$ cat config.mk
export PLATFORM = sky130hd
export DESIGN_NAME = cmd_link_framer
export DESIGN_NICKNAME = d
export VERILOG_FILES = /design/src/rtl/cmd_link_pkg.sv /design/src/rtl/cmd_len_table.sv /design/src/rtl/byte_store.sv /design/src/rtl/cmd_link_framer.sv
export SDC_FILE = /design/constraint.sdc
export NUM_CORES = 1
export LEC_CHECK = 0
export BUFFER_PORTS_ARGS = -buffer_cell sky130_fd_sc_hd__buf_2
export CAP_MARGIN = 40
export CORE_MARGIN = 4
export CORE_UTILIZATION = 50
export CTS_BUF_LIST = sky130_fd_sc_hd__clkbuf_4
export DETAILED_ROUTE_END_ITERATION = 16
export PLACE_DENSITY_LB_ADDON = 0.12
export SLEW_MARGIN = 20
export SYNTH_ARGS = -nofsm -noshare
export SYNTH_HDL_FRONTEND = slang
export SYNTH_SLANG_ARGS = --single-unit
$ cat constraint.sdc
create_clock -name clk -period 5.45 [get_ports clk]
set_clock_uncertainty 0.2 [all_clocks]
set_input_delay 0.2725 -clock clk [delete_from_list [all_inputs] [get_ports clk]]
set_output_delay 0.2725 -clock clk [all_outputs]
set_load 0.02 [all_outputs]
$ cat src/rtl/cmd_link_pkg.sv
package cmd_link_pkg;

    typedef enum logic [1:0] {
        ST_IDLE = 2'd0,
        ST_CMD  = 2'd1,
        ST_WAIT = 2'd2,
        ST_RSP  = 2'd3
    } link_state_e;

    // one length-table entry
    typedef struct packed {
        logic       arg_var;
        logic [7:0] arg_len;
        logic       rsp_var;
        logic [7:0] rsp_len;
        logic       handled;
    } cmd_desc_t;

    // engine registers
    typedef struct packed {
        link_state_e state;
        logic        ack_n;
        logic        done;
        logic        err;
        logic        start;
        logic [7:0]  tx;
        logic [7:0]  cmd;
        logic        handled;
        logic        len_known;
        logic [7:0]  arg_len;
        logic [7:0]  rx_cnt;
        logic        rsp_known;
        logic [7:0]  rsp_len;
        logic [7:0]  tx_cnt;
        logic        zero_fill;
    } link_regs_t;

    localparam logic [7:0] CODE_PAIR  = 8'h10;
    localparam logic [7:0] CODE_BLOCK = 8'h20;
    localparam logic [7:0] CODE_ZERO3 = 8'h38;
    localparam logic [7:0] CODE_POKE  = 8'h40;

endpackage

$ cat src/rtl/cmd_len_table.sv
module cmd_len_table
    import cmd_link_pkg::*;
(
    input  logic [7:0] code,
    output cmd_desc_t  desc
);
    always_comb begin
        unique case (code)
            CODE_PAIR:  desc = '{arg_var: 1'b0, arg_len: 8'd2, rsp_var: 1'b0, rsp_len: 8'd1, handled: 1'b1};
            CODE_BLOCK: desc = '{arg_var: 1'b1, arg_len: 8'd0, rsp_var: 1'b1, rsp_len: 8'd0, handled: 1'b1};
            CODE_ZERO3: desc = '{arg_var: 1'b0, arg_len: 8'd0, rsp_var: 1'b0, rsp_len: 8'd3, handled: 1'b0};
            CODE_POKE:  desc = '{arg_var: 1'b0, arg_len: 8'd1, rsp_var: 1'b0, rsp_len: 8'd0, handled: 1'b1};
            default:    desc = '{arg_var: 1'b0, arg_len: 8'd0, rsp_var: 1'b1, rsp_len: 8'd0, handled: 1'b0};
        endcase
    end
endmodule

$ cat src/rtl/byte_store.sv
module byte_store #(
    parameter  int DEPTH = 32,
    localparam int AW    = $clog2(DEPTH)
) (
    input  logic          clk,
    input  logic          we,
    input  logic [AW-1:0] waddr,
    input  logic [7:0]    wdata,
    input  logic [AW-1:0] raddr,
    output logic [7:0]    rdata
);
    logic [7:0] mem [DEPTH];

    always_ff @(posedge clk) begin
        if (we) mem[waddr] <= wdata;
    end

    assign rdata = mem[raddr];
endmodule

$ cat src/rtl/cmd_link_framer.sv
module cmd_link_framer
    import cmd_link_pkg::*;
#(
    parameter  int DEPTH = 32,
    localparam int AW    = $clog2(DEPTH)
) (
    input  logic          clk,
    input  logic          rst_n,
    input  logic          req_n,
    input  logic          host_to_dev,
    input  logic [7:0]    rx_byte,
    output logic          ack_n,
    output logic [7:0]    tx_byte,
    output logic          byte_done,
    output logic          dir_err,
    output logic          disp_start,
    output logic [7:0]    disp_cmd,
    output logic [7:0]    disp_nargs,
    input  logic          disp_done,
    input  logic [7:0]    disp_size,
    input  logic [AW-1:0] arg_raddr,
    output logic [7:0]    arg_rdata,
    input  logic          rsp_we,
    input  logic [AW-1:0] rsp_waddr,
    input  logic [7:0]    rsp_wdata
);
    localparam logic [7:0] DEPTH_B = 8'(DEPTH);

    link_regs_t  q, d;
    cmd_desc_t   desc;
    logic        arg_we;
    logic [7:0]  rsp_rdata;
    link_state_e cur_state;

    cmd_len_table u_table (
        .code (rx_byte),
        .desc (desc)
    );

    byte_store #(.DEPTH(DEPTH)) u_args (
        .clk   (clk),
        .we    (arg_we),
        .waddr (q.rx_cnt[AW-1:0]),
        .wdata (rx_byte),
        .raddr (arg_raddr),
        .rdata (arg_rdata)
    );

    byte_store #(.DEPTH(DEPTH)) u_rsp (
        .clk   (clk),
        .we    (rsp_we),
        .waddr (rsp_waddr),
        .wdata (rsp_wdata),
        .raddr (q.tx_cnt[AW-1:0]),
        .rdata (rsp_rdata)
    );

    always_comb begin
        d        = q;
        d.done   = 1'b0;
        d.err    = 1'b0;
        d.start  = 1'b0;
        arg_we   = 1'b0;

        if (req_n && !q.ack_n) begin
            // host released its request: release acknowledge
            d.ack_n = 1'b1;
        end else if (!req_n && q.ack_n && q.state != ST_WAIT) begin
            d.ack_n = 1'b0;
            if (host_to_dev != (q.state != ST_RSP)) begin
                d.err = 1'b1;
            end else begin
                d.done = 1'b1;
                unique case (q.state)
                    ST_IDLE: begin
                        d.cmd       = rx_byte;
                        d.handled   = desc.handled;
                        d.len_known = !desc.arg_var;
                        d.arg_len   = desc.arg_len;
                        d.rsp_known = !desc.rsp_var;
                        d.rsp_len   = desc.rsp_len;
                        d.rx_cnt    = '0;
                        d.tx_cnt    = '0;
                        d.zero_fill = 1'b0;
                        d.state     = ST_CMD;
                    end
                    ST_CMD: begin
                        if (!q.len_known) begin
                            d.arg_len   = rx_byte;
                            d.len_known = 1'b1;
                        end else begin
                            arg_we   = (q.rx_cnt < DEPTH_B);
                            d.rx_cnt = q.rx_cnt + 8'd1;
                        end
                    end
                    ST_RSP: begin
                        if (!q.rsp_known) begin
                            d.tx        = q.rsp_len;
                            d.rsp_known = 1'b1;
                        end else begin
                            d.tx     = q.zero_fill ? 8'h00 : rsp_rdata;
                            d.tx_cnt = q.tx_cnt + 8'd1;
                        end
                    end
                    default: ;
                endcase

                // argument phase complete
                if (d.state == ST_CMD && d.len_known && d.rx_cnt == d.arg_len) begin
                    if (d.handled) begin
                        d.start = 1'b1;
                        d.state = ST_WAIT;
                    end else begin
                        d.zero_fill = 1'b1;
                        d.state     = ST_RSP;
                    end
                end
                // response phase complete (may follow in the same event)
                if (d.state == ST_RSP && d.rsp_known && d.tx_cnt == d.rsp_len) begin
                    d.state = ST_IDLE;
                end
            end
        end

        if (q.state == ST_WAIT && disp_done) begin
            if (!q.rsp_known) begin
                d.rsp_len = (disp_size > DEPTH_B) ? DEPTH_B : disp_size;
            end
            d.state = (q.rsp_known && q.rsp_len == 8'd0) ? ST_IDLE : ST_RSP;
        end
    end

    always_ff @(posedge clk) begin
        if (!rst_n) begin
            q           <= '0;
            q.state     <= ST_IDLE;
            q.ack_n     <= 1'b1;
        end else begin
            q <= d;
        end
    end

    assign cur_state  = q.state;
    assign ack_n      = q.ack_n;
    assign tx_byte    = q.tx;
    assign byte_done  = q.done;
    assign dir_err    = q.err;
    assign disp_start = q.start;
    assign disp_cmd   = q.cmd;
    assign disp_nargs = q.rx_cnt;
endmodule

# After elaboration in Yosys (flattened, before gate mapping)
# Memory sizes are Yosys's and may differ from the RTL's. A register that Yosys moved wholly into a read port is not among the register bits.
# Cells that the tools add are included.
# totals
ff_bits	58
ram_bits	512
inputBits	40
out_inout_bits	36
elab_cells	131
n_memories	2
# classes
add_sub_neg	2
n_lt_le_gt_ge	2
eq_ne	17
n_mux	65
bitwise_logic	5
reduce_logical	23
# memory_table
name	words	word_bits	read_ports	rd_clocked_by_memory_dff	write_ports	line	text
u_args.mem	32	8	1	0	1	byte_store.sv:12	logic [7:0] mem [DEPTH];
u_rsp.mem	32	8	1	1	1	byte_store.sv:12	
# op_table
op	n
8-bit 2-to-1 mux	16
19-bit case mux with 4 select lines	1
17-bit 2-to-1 mux	4
58-bit 2-to-1 mux	1
53-bit 2-to-1 mux	1
9-bit 2-to-1 mux	4
17-bit case mux with 2 select lines	1
2-bit 2-to-1 mux	13
1-bit 2-to-1 mux	20
8-bit by 1-bit adder with 8-bit output (second input constant)	2
8-bit by 6-bit == test with 1-bit output (second input constant)	2
8-bit == test	2
8-bit case mux with 2 select lines	1
5-bit 2-to-1 mux	2
1-bit logical AND	9
8-bit by 5-bit == test with 1-bit output (second input constant)	1
8-bit by 7-bit == test with 1-bit output (second input constant)	1
8-bit by 6-bit greater-than comparator with 1-bit output (second input constant)	1
8-bit zero test	1
8-bit by 6-bit < comparator with 1-bit output (second input constant)	1
4-bit AND reduction	2
2-bit == test (second input constant)	3
3-bit AND reduction	2
1-bit NOT	5
12 further kinds	18

# Logic depth before layout (Yosys ltp)
# Gate-level depths: netlist of the first run.
# depth
depth_word	22
mapped_depth	12
depth_no_buf	10

# Hierarchy
# Synthesis of the first run repeated with hierarchy kept, for this count alone.
# hier_totals
cells_unflattened	1296
area_unflattened_um2	23520.1
# by_module_without_submodules
mod	instances	cells_per_inst	area_each_um2	seq_area_each_um2
byte_store	2	409	9893.2	7687.4
cmd_link_framer	1	447	3502.1	1161.1
cmd_len_table	1	31	231.5	0.0

# Worst setup path after synthesis of the first run
# Ideal clock, no wire load.
# synth_path
path_type	input port to output port
startpoint	input arg_raddr[0]
endpoint	output arg_rdata[0]
arrival_time_ns	2.355
required_ns	4.978
path_slack_ns	2.622
stages	5
path_buffers	2
path_cell_list	buf_2 > buf_1 > mux4_2 > mux4_2 > mux2_2
# synth_via
elab_chain_len	1
# synth_lines
item	line	text
start, declared	cmd_link_framer.sv:21	input logic [AW-1:0] arg_raddr,
memory read 32 x 8 bit	n/a	
end, declared	cmd_link_framer.sv:22	output logic [7:0] arg_rdata,
# Every way passes these cells.

# Final worst setup path of the first run
# layout_path
startpoint	register q, in the netlist cur_state[1]
endpoint	register q, in the netlist cur_state[0]
# layout_via
elab_chain_len	20
word_cells_on_any_way	55
cone_classes	eq/ne: 12; mux: 34; reduce/logical: 9
# layout_lines
item	line	text
start, declared	cmd_link_framer.sv:29	link_regs_t q, d;
parallel branches: the longest is 20 deep, another holds 17-bit case mux with 2 select lines	n/a	
# Parallel ways; which one is timed is not known. The select of a mux whose other input is x is not followed.
# A chain may end at the register's enable or synchronous reset.

==> impl_metrics.tcl, run 1 <==
set metrics [dict create \
    grtUsageTotal_pct 21.8 \
    clkPwrFrac_pct 37.9 \
    drt_wl_total_um 54000 \
    hold_class "input port to flip-flop" \
    min_period_over_period_pct 70.0 \
    p_switching_uw 2440 \
    crit_path_end_kind "flip-flop" \
    cts_setup_buffers 0 \
    placement_rows 79 \
    clock-sinks 575 \
    switching_share_pct 25.3 \
    critPathKind "flip-flop to flip-flop" \
    final_antenna_net_count 0 \
    grt_pass1_wl_um 81900 \
    sequentialPowerShare_pct 51.0 \
    chipWidth_um 225 \
    die_h_um 225 \
    synthToLayoutAreaGrowth_pct 14.5 \
    ff2ff_path_depth 10 \
    htree_levels 4 \
    worstSkewPairLatency_ns 0.98 \
    vdd_drop_max_uv 237 \
    vias 13214 \
    cts_tree "done" \
    fill_cells 3638 \
    regArea_um2 16600 \
    finalHoldViolCount 0 \
    clockRootBuffer "clkbuf_4" \
    synthesis.nets 1381 \
    wire_per_inst_um 23.8 \
    port_buffers 75 \
    final_cell_mix "edfxtp_1 (512), clkbuf_4 (213), mux4_2 (160), nor2_1 (116), buf_2 (74)" \
    grt_pass1_vias 13427 \
    start_util_pct 50.6 \
    worstHoldPathCells 5 \
    clk_pin_slew_worst_paths_ns 0.07 \
    io-pin-count 76 \
    final_common_cell "edfxtp_1" \
    power_density_nw_per_um2 355 \
    synth_area_per_cell_um2 17.7 \
    yosysWarnings 0 \
    grt_max_degree 65 \
    drc 0 \
    power.internal_uw 7170 \
    netlist_area_um2 23600 \
    synth_enable_flop_cells 512 \
    crit_path_max_fanout 8 \
    maxSlewViolCount 0 \
    gp_congestion 0.879 \
    post-dp-hpwl_um 33200 \
    clock_path_buffers 3 \
    nets 1599 \
    dieArea_um2 50800 \
    firstDrtPassIters 5 \
    setup_violations 0 \
    yosysSeqAreaShare_pct 70.5 \
    whs_ns 0.149 \
    synthCells 1332 \
    fmax_mhz 262 \
    antenna_found_initial 3 \
    status "completed" \
    r2r_setup_slack_ns 1.63 \
    leakage_uw 0.00872 \
    viasPerCell 5.82 \
    grt-ovfl-total 0 \
    multiInputGateArea_um2 6420 \
    ys_types 71 \
    crit_arrival_ns 4.46 \
    relSlewSlack_pct 44.5 \
    drive_gt1_share_pct 31.5 \
    rsz0062_at_grt "false" \
    coreArea_um2 46700 \
    tns_ns 0 \
    start_kind "flip-flop" \
    critical_path_required_ns 6.09 \
    synth-main-ff-cell "edfxtp_1" \
    ctsHoldBuffers 62 \
    tightest_slew_ns 0.830 \
    drtIter0Drc 1198 \
    synthArstFlopShare_pct 0 \
    synth-seq-cells 575 \
    cts_made_buffers 148 \
    combPwrFrac_pct 11.1 \
    drv.max_cap_violation_count 0 \
    fin_crit_ns 3.82 \
    cts_resized 0 \
]
through the flow:
step	utilization [%]	instance area, um2	instances	power [uW]	setup WS (ns)
after floorplan	-	23600	1332	5690	2.62
after global placement	52.3	24400	1934	6000	1.66
after detailed placement	52.3	24400	1935	6000	1.67
after CTS	57.7	26900	2256	9700	1.65
after global routing	57.9	27000	2269	10100	1.43
final	57.9	27000	2271	9610	1.63
path summary, 6_finish.rpt:
check	from	end
worst min-delay path	host_to_dev	tx_byte[6]$_SDFFE_PN0P_
worst max-delay path	cur_state[1]$_SDFFE_PN0P_	cur_state[0]$_SDFFE_PN0P_
worst max register to register	cur_state[1]$_SDFFE_PN0P_	cur_state[0]$_SDFFE_PN0P_
worst min register to register	disp_cmd[5]$_SDFFE_PN0P_	disp_cmd[5]$_SDFFE_PN0P_
routing by layer:
| layer | track usage [%] | share of wire, % | up-vias |
|---|---|---|---|
| met5 | 0 | 0.015 | - |
| met4 | 8.63 | 2.1 | 2 |
| met3 | 4.75 | 6.4 | 75 |
| met2 | 34.2 | 49 | 490 |
| met1 | 30.3 | 42 | 6762 |
| li1 | - | - | 5885 |
logic make-up (layout without fill, tap and decap cells):
family	after synthesis	in the layout	synth area share [%]
buf+inv	114	441	2.35
other cells	0	5	0
xor+xnor	10	10	0.371
mux	179	179	16.1
compound gates	158	158	4.24
fa+ha+maj	9	9	0.477
flops	575	575	70.5
simple gates	287	287	5.99
cells in the mapped netlist (all sizes together) (3+ instances only):
library cell | instances | area, um2
a221oi | 6 | 52.6
xnor2 | 7 | 61.3
ha | 9 | 113
nand2 | 52 | 195
xor2 | 3 | 26.3
nor2b | 5 | 31.3
or3b | 4 | 35.0
o21ai | 42 | 210
nand4 | 4 | 25.0
and3 | 3 | 18.8
inv | 15 | 56.3
a21boi | 3 | 22.5
nand3b | 7 | 52.6
clkbuf | 43 | 161
a22o | 4 | 35.0
dfxtp | 63 | 1260
a31oi | 6 | 37.5
edfxtp | 512 | 15400
a21oi | 50 | 250
mux4 | 160 | 3600
mux2 | 8 | 90.1
a211oi | 8 | 70.1
or2 | 6 | 37.5
o31ai | 3 | 22.5
buf | 54 | 330
nand3 | 29 | 150
a22oi | 8 | 60.1
mux2i | 11 | 110
or3 | 12 | 75.1
o31a | 3 | 26.3
nor2 | 117 | 439
nor4 | 11 | 93.8
nand2b | 5 | 38.8
nor3 | 14 | 80.1
o211ai | 4 | 35.0
and3b | 3 | 26.3
and2 | 7 | 43.8
power by group through the flow:
stage          logic, uW  registers [uW]  clock network [uW]
5_1_grt             1150            4900                4030
4_1_cts             1050            4900                3750
3_5_place_dp        1010            4990                   0
6_report            1060            4900                3640
2_1_floorplan        710            4980                   0
3_3_place_gp        1010            4990                   0
worst max-delay path: stages (launching register included):
cell and delay (ns):
dfxtp_1 0.34, inv_1 0.13, ha_1 0.43, or4b_1 0.80
a211oi_1 0.51, a21oi_1 0.12, xnor2_1 0.15, nor4_1 0.32
nand4_1 0.31, a211oi_2 0.31, nor3_2 0.06
sequential cells by signal (all words and copies together), names as in the netlist, named ones only:
register	flops
cur_state	2
q	28
ack_n	1
u_rsp.mem	256
disp_cmd	8
dir_err	1
u_args.mem	256
disp_nargs	8
disp_start	1
tx_byte	8
byte_done	1
final cells by class:
type / count / area share [%]
tap: 607 / 2.81
sequential: 575 / 61.6
clock inverter: 46 / 1.01
clock buffer: 213 / 5.91
multi-input combinational: 643 / 23.8
inverter: 17 / 0.236
timing repair buffer: 165 / 4.67
antenna: 5 / 0.0463
Note: power is estimated with default switching activity, not from simulation.
==> run 2: changes to the inputs <==
ABC_AREA = 1   (was not set)
clock period = 3.35 ns   (was 5.45 ns; I/O delays follow)
==> impl_metrics.tcl, run 2 <==
set metrics [dict create \
    status "completed" \
    placement_rows 80 \
    drc 0 \
    top_regs "u_args.mem (256), u_rsp.mem (256), q (28)" \
    vias 17228 \
    grtUsageTotal_pct 24.9 \
    yosysWarnings 0 \
    power_density_nw_per_um2 574 \
    netlist_area_um2 24000 \
    clock_path_buffers 3 \
    viasPerCell 5.82 \
    cts_setup_buffers 0 \
    clk_pin_slew_worst_paths_ns 0.06 \
    worstSkewPairLatency_ns 0.97 \
    power.internal_uw 11600 \
    switching_share_pct 26.7 \
    worst_slack_ns 0.0247 \
    die_h_um 227 \
    hp-start "rsp_waddr[3]" \
    synth_enable_flop_cells 512 \
    synth_top_cell_by_area "edfxtp_1" \
    stdcell_count 2959 \
    clock-sinks 575 \
    ys_top_cells_by_area "edfxtp_1 (64%), nor2_1 (5.9%), dfxtp_1 (5.3%)" \
    sequentialPowerShare_pct 50.8 \
    finalHoldViolCount 0 \
    cts_tree "done" \
    crit_arrival_ns 3.69 \
    htree_levels 4 \
    grt-ovfl-total 0 \
    synth-main-ff-cell "edfxtp_1" \
    synth-seq-cells 575 \
    final_cell_mix "edfxtp_1 (512), nor2_1 (348), o21ai_0 (240), clkbuf_4 (205), nand2_1 (146)" \
    yosysMostFrequentCell "edfxtp_1" \
    min_period_over_period_pct 99.3 \
    r2r_start "cur_state[0]$_SDFFE_PN0P_" \
    gp_congestion 0.883 \
    hold_class "input port to flip-flop" \
    critPathKind "flip-flop to flip-flop" \
    synthCells 2045 \
    synthArstFlopShare_pct 0 \
    drt_wl_total_um 64200 \
    fin_crit_ns 3.33 \
    dp_slack_ns 0.0237 \
    antenna_found_initial 4 \
    synthTopCellsByCount "edfxtp_1 (512), nor2_1 (379), o21ai_0 (240), nand2_1 (148), nand3_1 (139)" \
    combPwrFrac_pct 12.3 \
    chipWidth_um 227 \
    start_kind "flip-flop" \
    drive_gt1_share_pct 17.4 \
    worstSetupStartpoint "cur_state[0]$_SDFFE_PN0P_" \
    dieArea_um2 51600 \
    synthToLayoutAreaGrowth_pct 14.5 \
    drtIter0Drc 1856 \
    maxSlewViolCount 0 \
    firstDrtPassIters 5 \
    start_util_pct 50.4 \
    crit_path_end_kind "flip-flop" \
    grt_max_degree 129 \
    drv.max_cap_violation_count 0 \
    final_antenna_net_count 0 \
    grt_pass1_vias 16495 \
    final_util_pct 57.7 \
    port_buffers 75 \
    setup_violations 0 \
    synth_top_area_share_pct 64.0 \
    p_switching_uw 4210 \
    cts_made_buffers 148 \
    crit_path_max_fanout 8 \
    wire_per_inst_um 21.7 \
    yosysSeqAreaShare_pct 69.3 \
    relSlewSlack_pct 40.9 \
    leakage_uw 0.00950 \
    dp_cells 2627 \
    clockRootBuffer "clkbuf_4" \
    final_common_cell "edfxtp_1" \
    post-dp-hpwl_um 39000 \
    coreArea_um2 47600 \
    fmax_mhz 301 \
    vdd_drop_max_uv 290 \
    synthesis.nets 2094 \
    critical_path_required_ns 3.71 \
    grt_pass1_wl_um 96100 \
    rsz0062_at_grt "true" \
    ys_types 42 \
    nets 2284 \
    clkPwrFrac_pct 36.8 \
    power.total_uw 15800 \
    synth_area_per_cell_um2 11.7 \
    tightest_slew_ns 0.885 \
    io-pin-count 76 \
]
-- run 2: changes by cell type after synthesis, moves of 12 or more --
cell,delta
nor2_1,+262
inv_1,+69
o21ai_0,+200
o221ai_1,+112
o21bai_1,+56
nand2_1,+96
nand3_1,+111
or3_1,-12
clkbuf_1,+59
o22ai_1,+16
mux4_2,-160
-- run 2: cell type report --
cell class,instances,area [um2]
inverters,94,359
well taps,615,769
clock buffers,205,1540
multi-input cells,1227,6430
flip-flops and latches,575,16600
fillers,3993,20200
repair buffers,189,1470
diodes,6,15.0
clock inverters,48,267
-- run 2: timing repair --
item | CTS | global route
hold endpoints to repair | 831 | 0
endpoints found under the setup margin | 0 | 237
resized for setup | 0 | 34
hold buffers | 64 | 0
-- run 2: per-stage QoR --
stage	hold slack (ns)	setup TNS, ns	area (um2)
detailed placement	0.226	0	24900
global route	0.0674	-28.11	27500
floorplan	0.0664	0	24000
CTS	0.00441	0	27300
global placement	0.229	0	24900
finish	0.107	0	27500
-- run 2: cell families (layout without fill, tap and decap cells) --
group	Yosys count	in the layout	share of synthesized area [%]
adders and majority gates	9	9	0.469
buffers and inverters	243	536	4.29
AOI/OAI and AO/OA	510	510	13.4
muxes	8	8	0.333
DFF	575	575	69.3
other	0	6	0
and+or+nand+nor	700	700	12.3
-- run 2: per-layer routing --
metal | GRT usage [%] | routed length, um | vias to the layer above
met1 | 34.5 | 27400 | 8344
li1 | - | - | 7987
met3 | 7.00 | 5550 | 126
met5 | 0 | 0 | -
met2 | 38.3 | 29600 | 771
met4 | 8.69 | 1640 | 0
-- run 2: power by group through the flow --
stage	sequential, uW	combinational [uW]	clock (uW)
after detailed placement	8170	1840	0
final	8020	1940	5810
after CTS	8020	1920	5950
after global routing	8030	2130	6400
after global placement	8170	1820	0
after floorplan	8110	1240	0
-- run 2: worst paths after layout --
check	depth (start not counted)	end	slack [ns]
setup / recovery	7	u_args.mem[24][4]$_DFFE_PP_	0.02
hold / removal	4	u_rsp.mem[25][6]$_DFFE_PP_	0.11
hold reg to reg	2	disp_cmd[6]$_SDFFE_PN0P_	0.26
setup reg to reg	7	u_args.mem[24][4]$_DFFE_PP_	0.02
-- run 2: critical path: stages, from the launching register on --
cell and delay [ns]:
dfxtp_1 0.36, inv_1 0.09, ha_1 0.27, nor3_1 0.32, nand2_1 0.17, nor3_1 0.40, nand2_1 0.60, nor2_2 0.55
==> run 3: changes to the inputs <==
HOLD_SLACK_MARGIN = 0.15   (was not set)
SETUP_SLACK_MARGIN = 0.3   (was not set)
SLEW_MARGIN = not set   (was 20)
==> impl_metrics.tcl, run 3 (synthesis gave the netlist of run 2 again) <==
set metrics [dict create \
    status "completed" \
    htree_levels 4 \
    grtUsageTotal_pct 25.3 \
    power_density_nw_per_um2 571 \
    final_antenna_net_count 0 \
    port_buffers 75 \
    nets 2297 \
    grt_pass1_wl_um 97300 \
    vdd_drop_max_uv 293 \
    fmax_mhz 339 \
    clkPwrFrac_pct 36.6 \
    sequentialPowerShare_pct 50.5 \
    final_area_um2 27800 \
    combPwrFrac_pct 13.0 \
    finalHoldViolCount 0 \
    power.internal_uw 11600 \
    drt_wl_total_um 65200 \
    post-dp-hpwl_um 39000 \
    wire_per_inst_um 22.0 \
    grt-ovfl-total 0 \
    placement_rows 80 \
    worstSkewPairLatency_ns 0.93 \
    p_switching_uw 4260 \
    maxSlewViolCount 0 \
    cts_made_buffers 148 \
    switching_share_pct 26.8 \
    drtIter0Drc 1827 \
    io-pin-count 76 \
    r2r_setup_slack_ns 0.40 \
    crit_arrival_ns 3.32 \
    drive_gt1_share_pct 17.8 \
    final_cell_mix "edfxtp_1 (512), nor2_1 (347), o21ai_0 (239), clkbuf_4 (205), nand2_1 (143)" \
    relSlewSlack_pct 40.9 \
    start_util_pct 50.4 \
    clk_pin_slew_worst_paths_ns 0.06 \
    min_period_over_period_pct 88.2 \
    tightest_slew_ns 0.883 \
    vias 17259 \
    drc 0 \
    critical_path_required_ns 3.71 \
    rsz0062_at_grt "true" \
    synthToLayoutAreaGrowth_pct 15.9 \
    critPathKind "flip-flop to flip-flop" \
    top_regs "u_args.mem (256), u_rsp.mem (256), q (28)" \
    firstDrtPassIters 6 \
    tns_ns 0 \
    viasPerCell 5.81 \
    gp_congestion 0.883 \
    crit_path_max_fanout 8 \
    coreArea_um2 47600 \
    final_common_cell "edfxtp_1" \
    start_kind "flip-flop" \
    stdcell_count 2969 \
    clockRootBuffer "clkbuf_4" \
    dp_cells 2627 \
    clock-sinks 575 \
    dieArea_um2 51600 \
    hold_class "flip-flop to flip-flop" \
    cts_tree "done" \
    clock_path_buffers 3 \
    leakage_uw 0.00961 \
    chipWidth_um 227 \
    grt_pass1_vias 16603 \
    setup_violations 0 \
    drv.max_cap_violation_count 0 \
    crit_path_end_kind "flip-flop" \
    grt_max_degree 129 \
    antenna_found_initial 5 \
    placed_cell_area_um2 24900 \
    die_h_um 227 \
    power.total_uw 15900 \
    fin_crit_ns 2.95 \
]
run 3: final timing paths:
kind | cells after the start | start | to
worst max-delay path | 7 | cur_state[0]$_SDFFE_PN0P_ | u_args.mem[24][4]$_DFFE_PP_
worst min-delay path | 2 | disp_cmd[6]$_SDFFE_PN0P_ | disp_cmd[6]$_SDFFE_PN0P_
worst max register to register | 7 | cur_state[0]$_SDFFE_PN0P_ | u_args.mem[24][4]$_DFFE_PP_
worst min register to register | 2 | disp_cmd[6]$_SDFFE_PN0P_ | disp_cmd[6]$_SDFFE_PN0P_
run 3: layout make-up:
class | instances | area (um2)
fillers | 3953 | 19800
flip-flops and latches | 575 | 16600
multi-input cells | 1227 | 6550
repair buffers | 202 | 1700
clock buffers | 205 | 1540
well taps | 615 | 769
inverters | 94 | 355
clock inverters | 48 | 267
diodes | 3 | 7.51
run 3: per-layer routing:
layer / vias to the layer above / global-route usage [%] / part of all wire, % / wire [um]
met3: 131 / 7.27 / 9.5 / 6190
met2: 781 / 38.8 / 46 / 30100
met1: 8343 / 34.8 / 42 / 27300
li1: 8004 / - / - / -
met4: 0 / 9.19 / 2.5 / 1600
met5: - / 0 / 0 / 0
run 3: critical path, stage by stage (launching register included):
cell     delay (ns)
dfxtp_2        0.36
inv_1          0.08
ha_1           0.27
nor3_1         0.32
nand2_1        0.18
nor3_2         0.34
nand2_2        0.38
nor2_2         0.46
run 3: what timing repair did:
action,4_1_cts,5_1_grt
hold buffers,84,0
pin swaps,0,2
gates resized for setup,29,34
gates cloned,0,0
setup endpoints to repair,197,239
setup buffers,0,3
endpoints found under the hold margin,1087,0
run 3: power groups by stage:
stage | clock [uW] | combinational [uW] | sequential (uW)
global placement | 0 | 1820 | 8170
floorplan | 0 | 1240 | 8110
CTS | 5950 | 1960 | 8020
detailed placement | 0 | 1840 | 8170
global route | 6400 | 2250 | 8030
finish | 5810 | 2060 | 8020
run 3: stage by stage:
stage,util (%),worst slack (ns),hold WS (ns)
finish,58.4,0.397,0.264
global route,58.4,0.219,0.221
CTS,58.1,0.329,0.159
detailed placement,52.2,0.0237,0.226
global placement,52.2,0.143,0.229
floorplan,-,0.760,0.0664
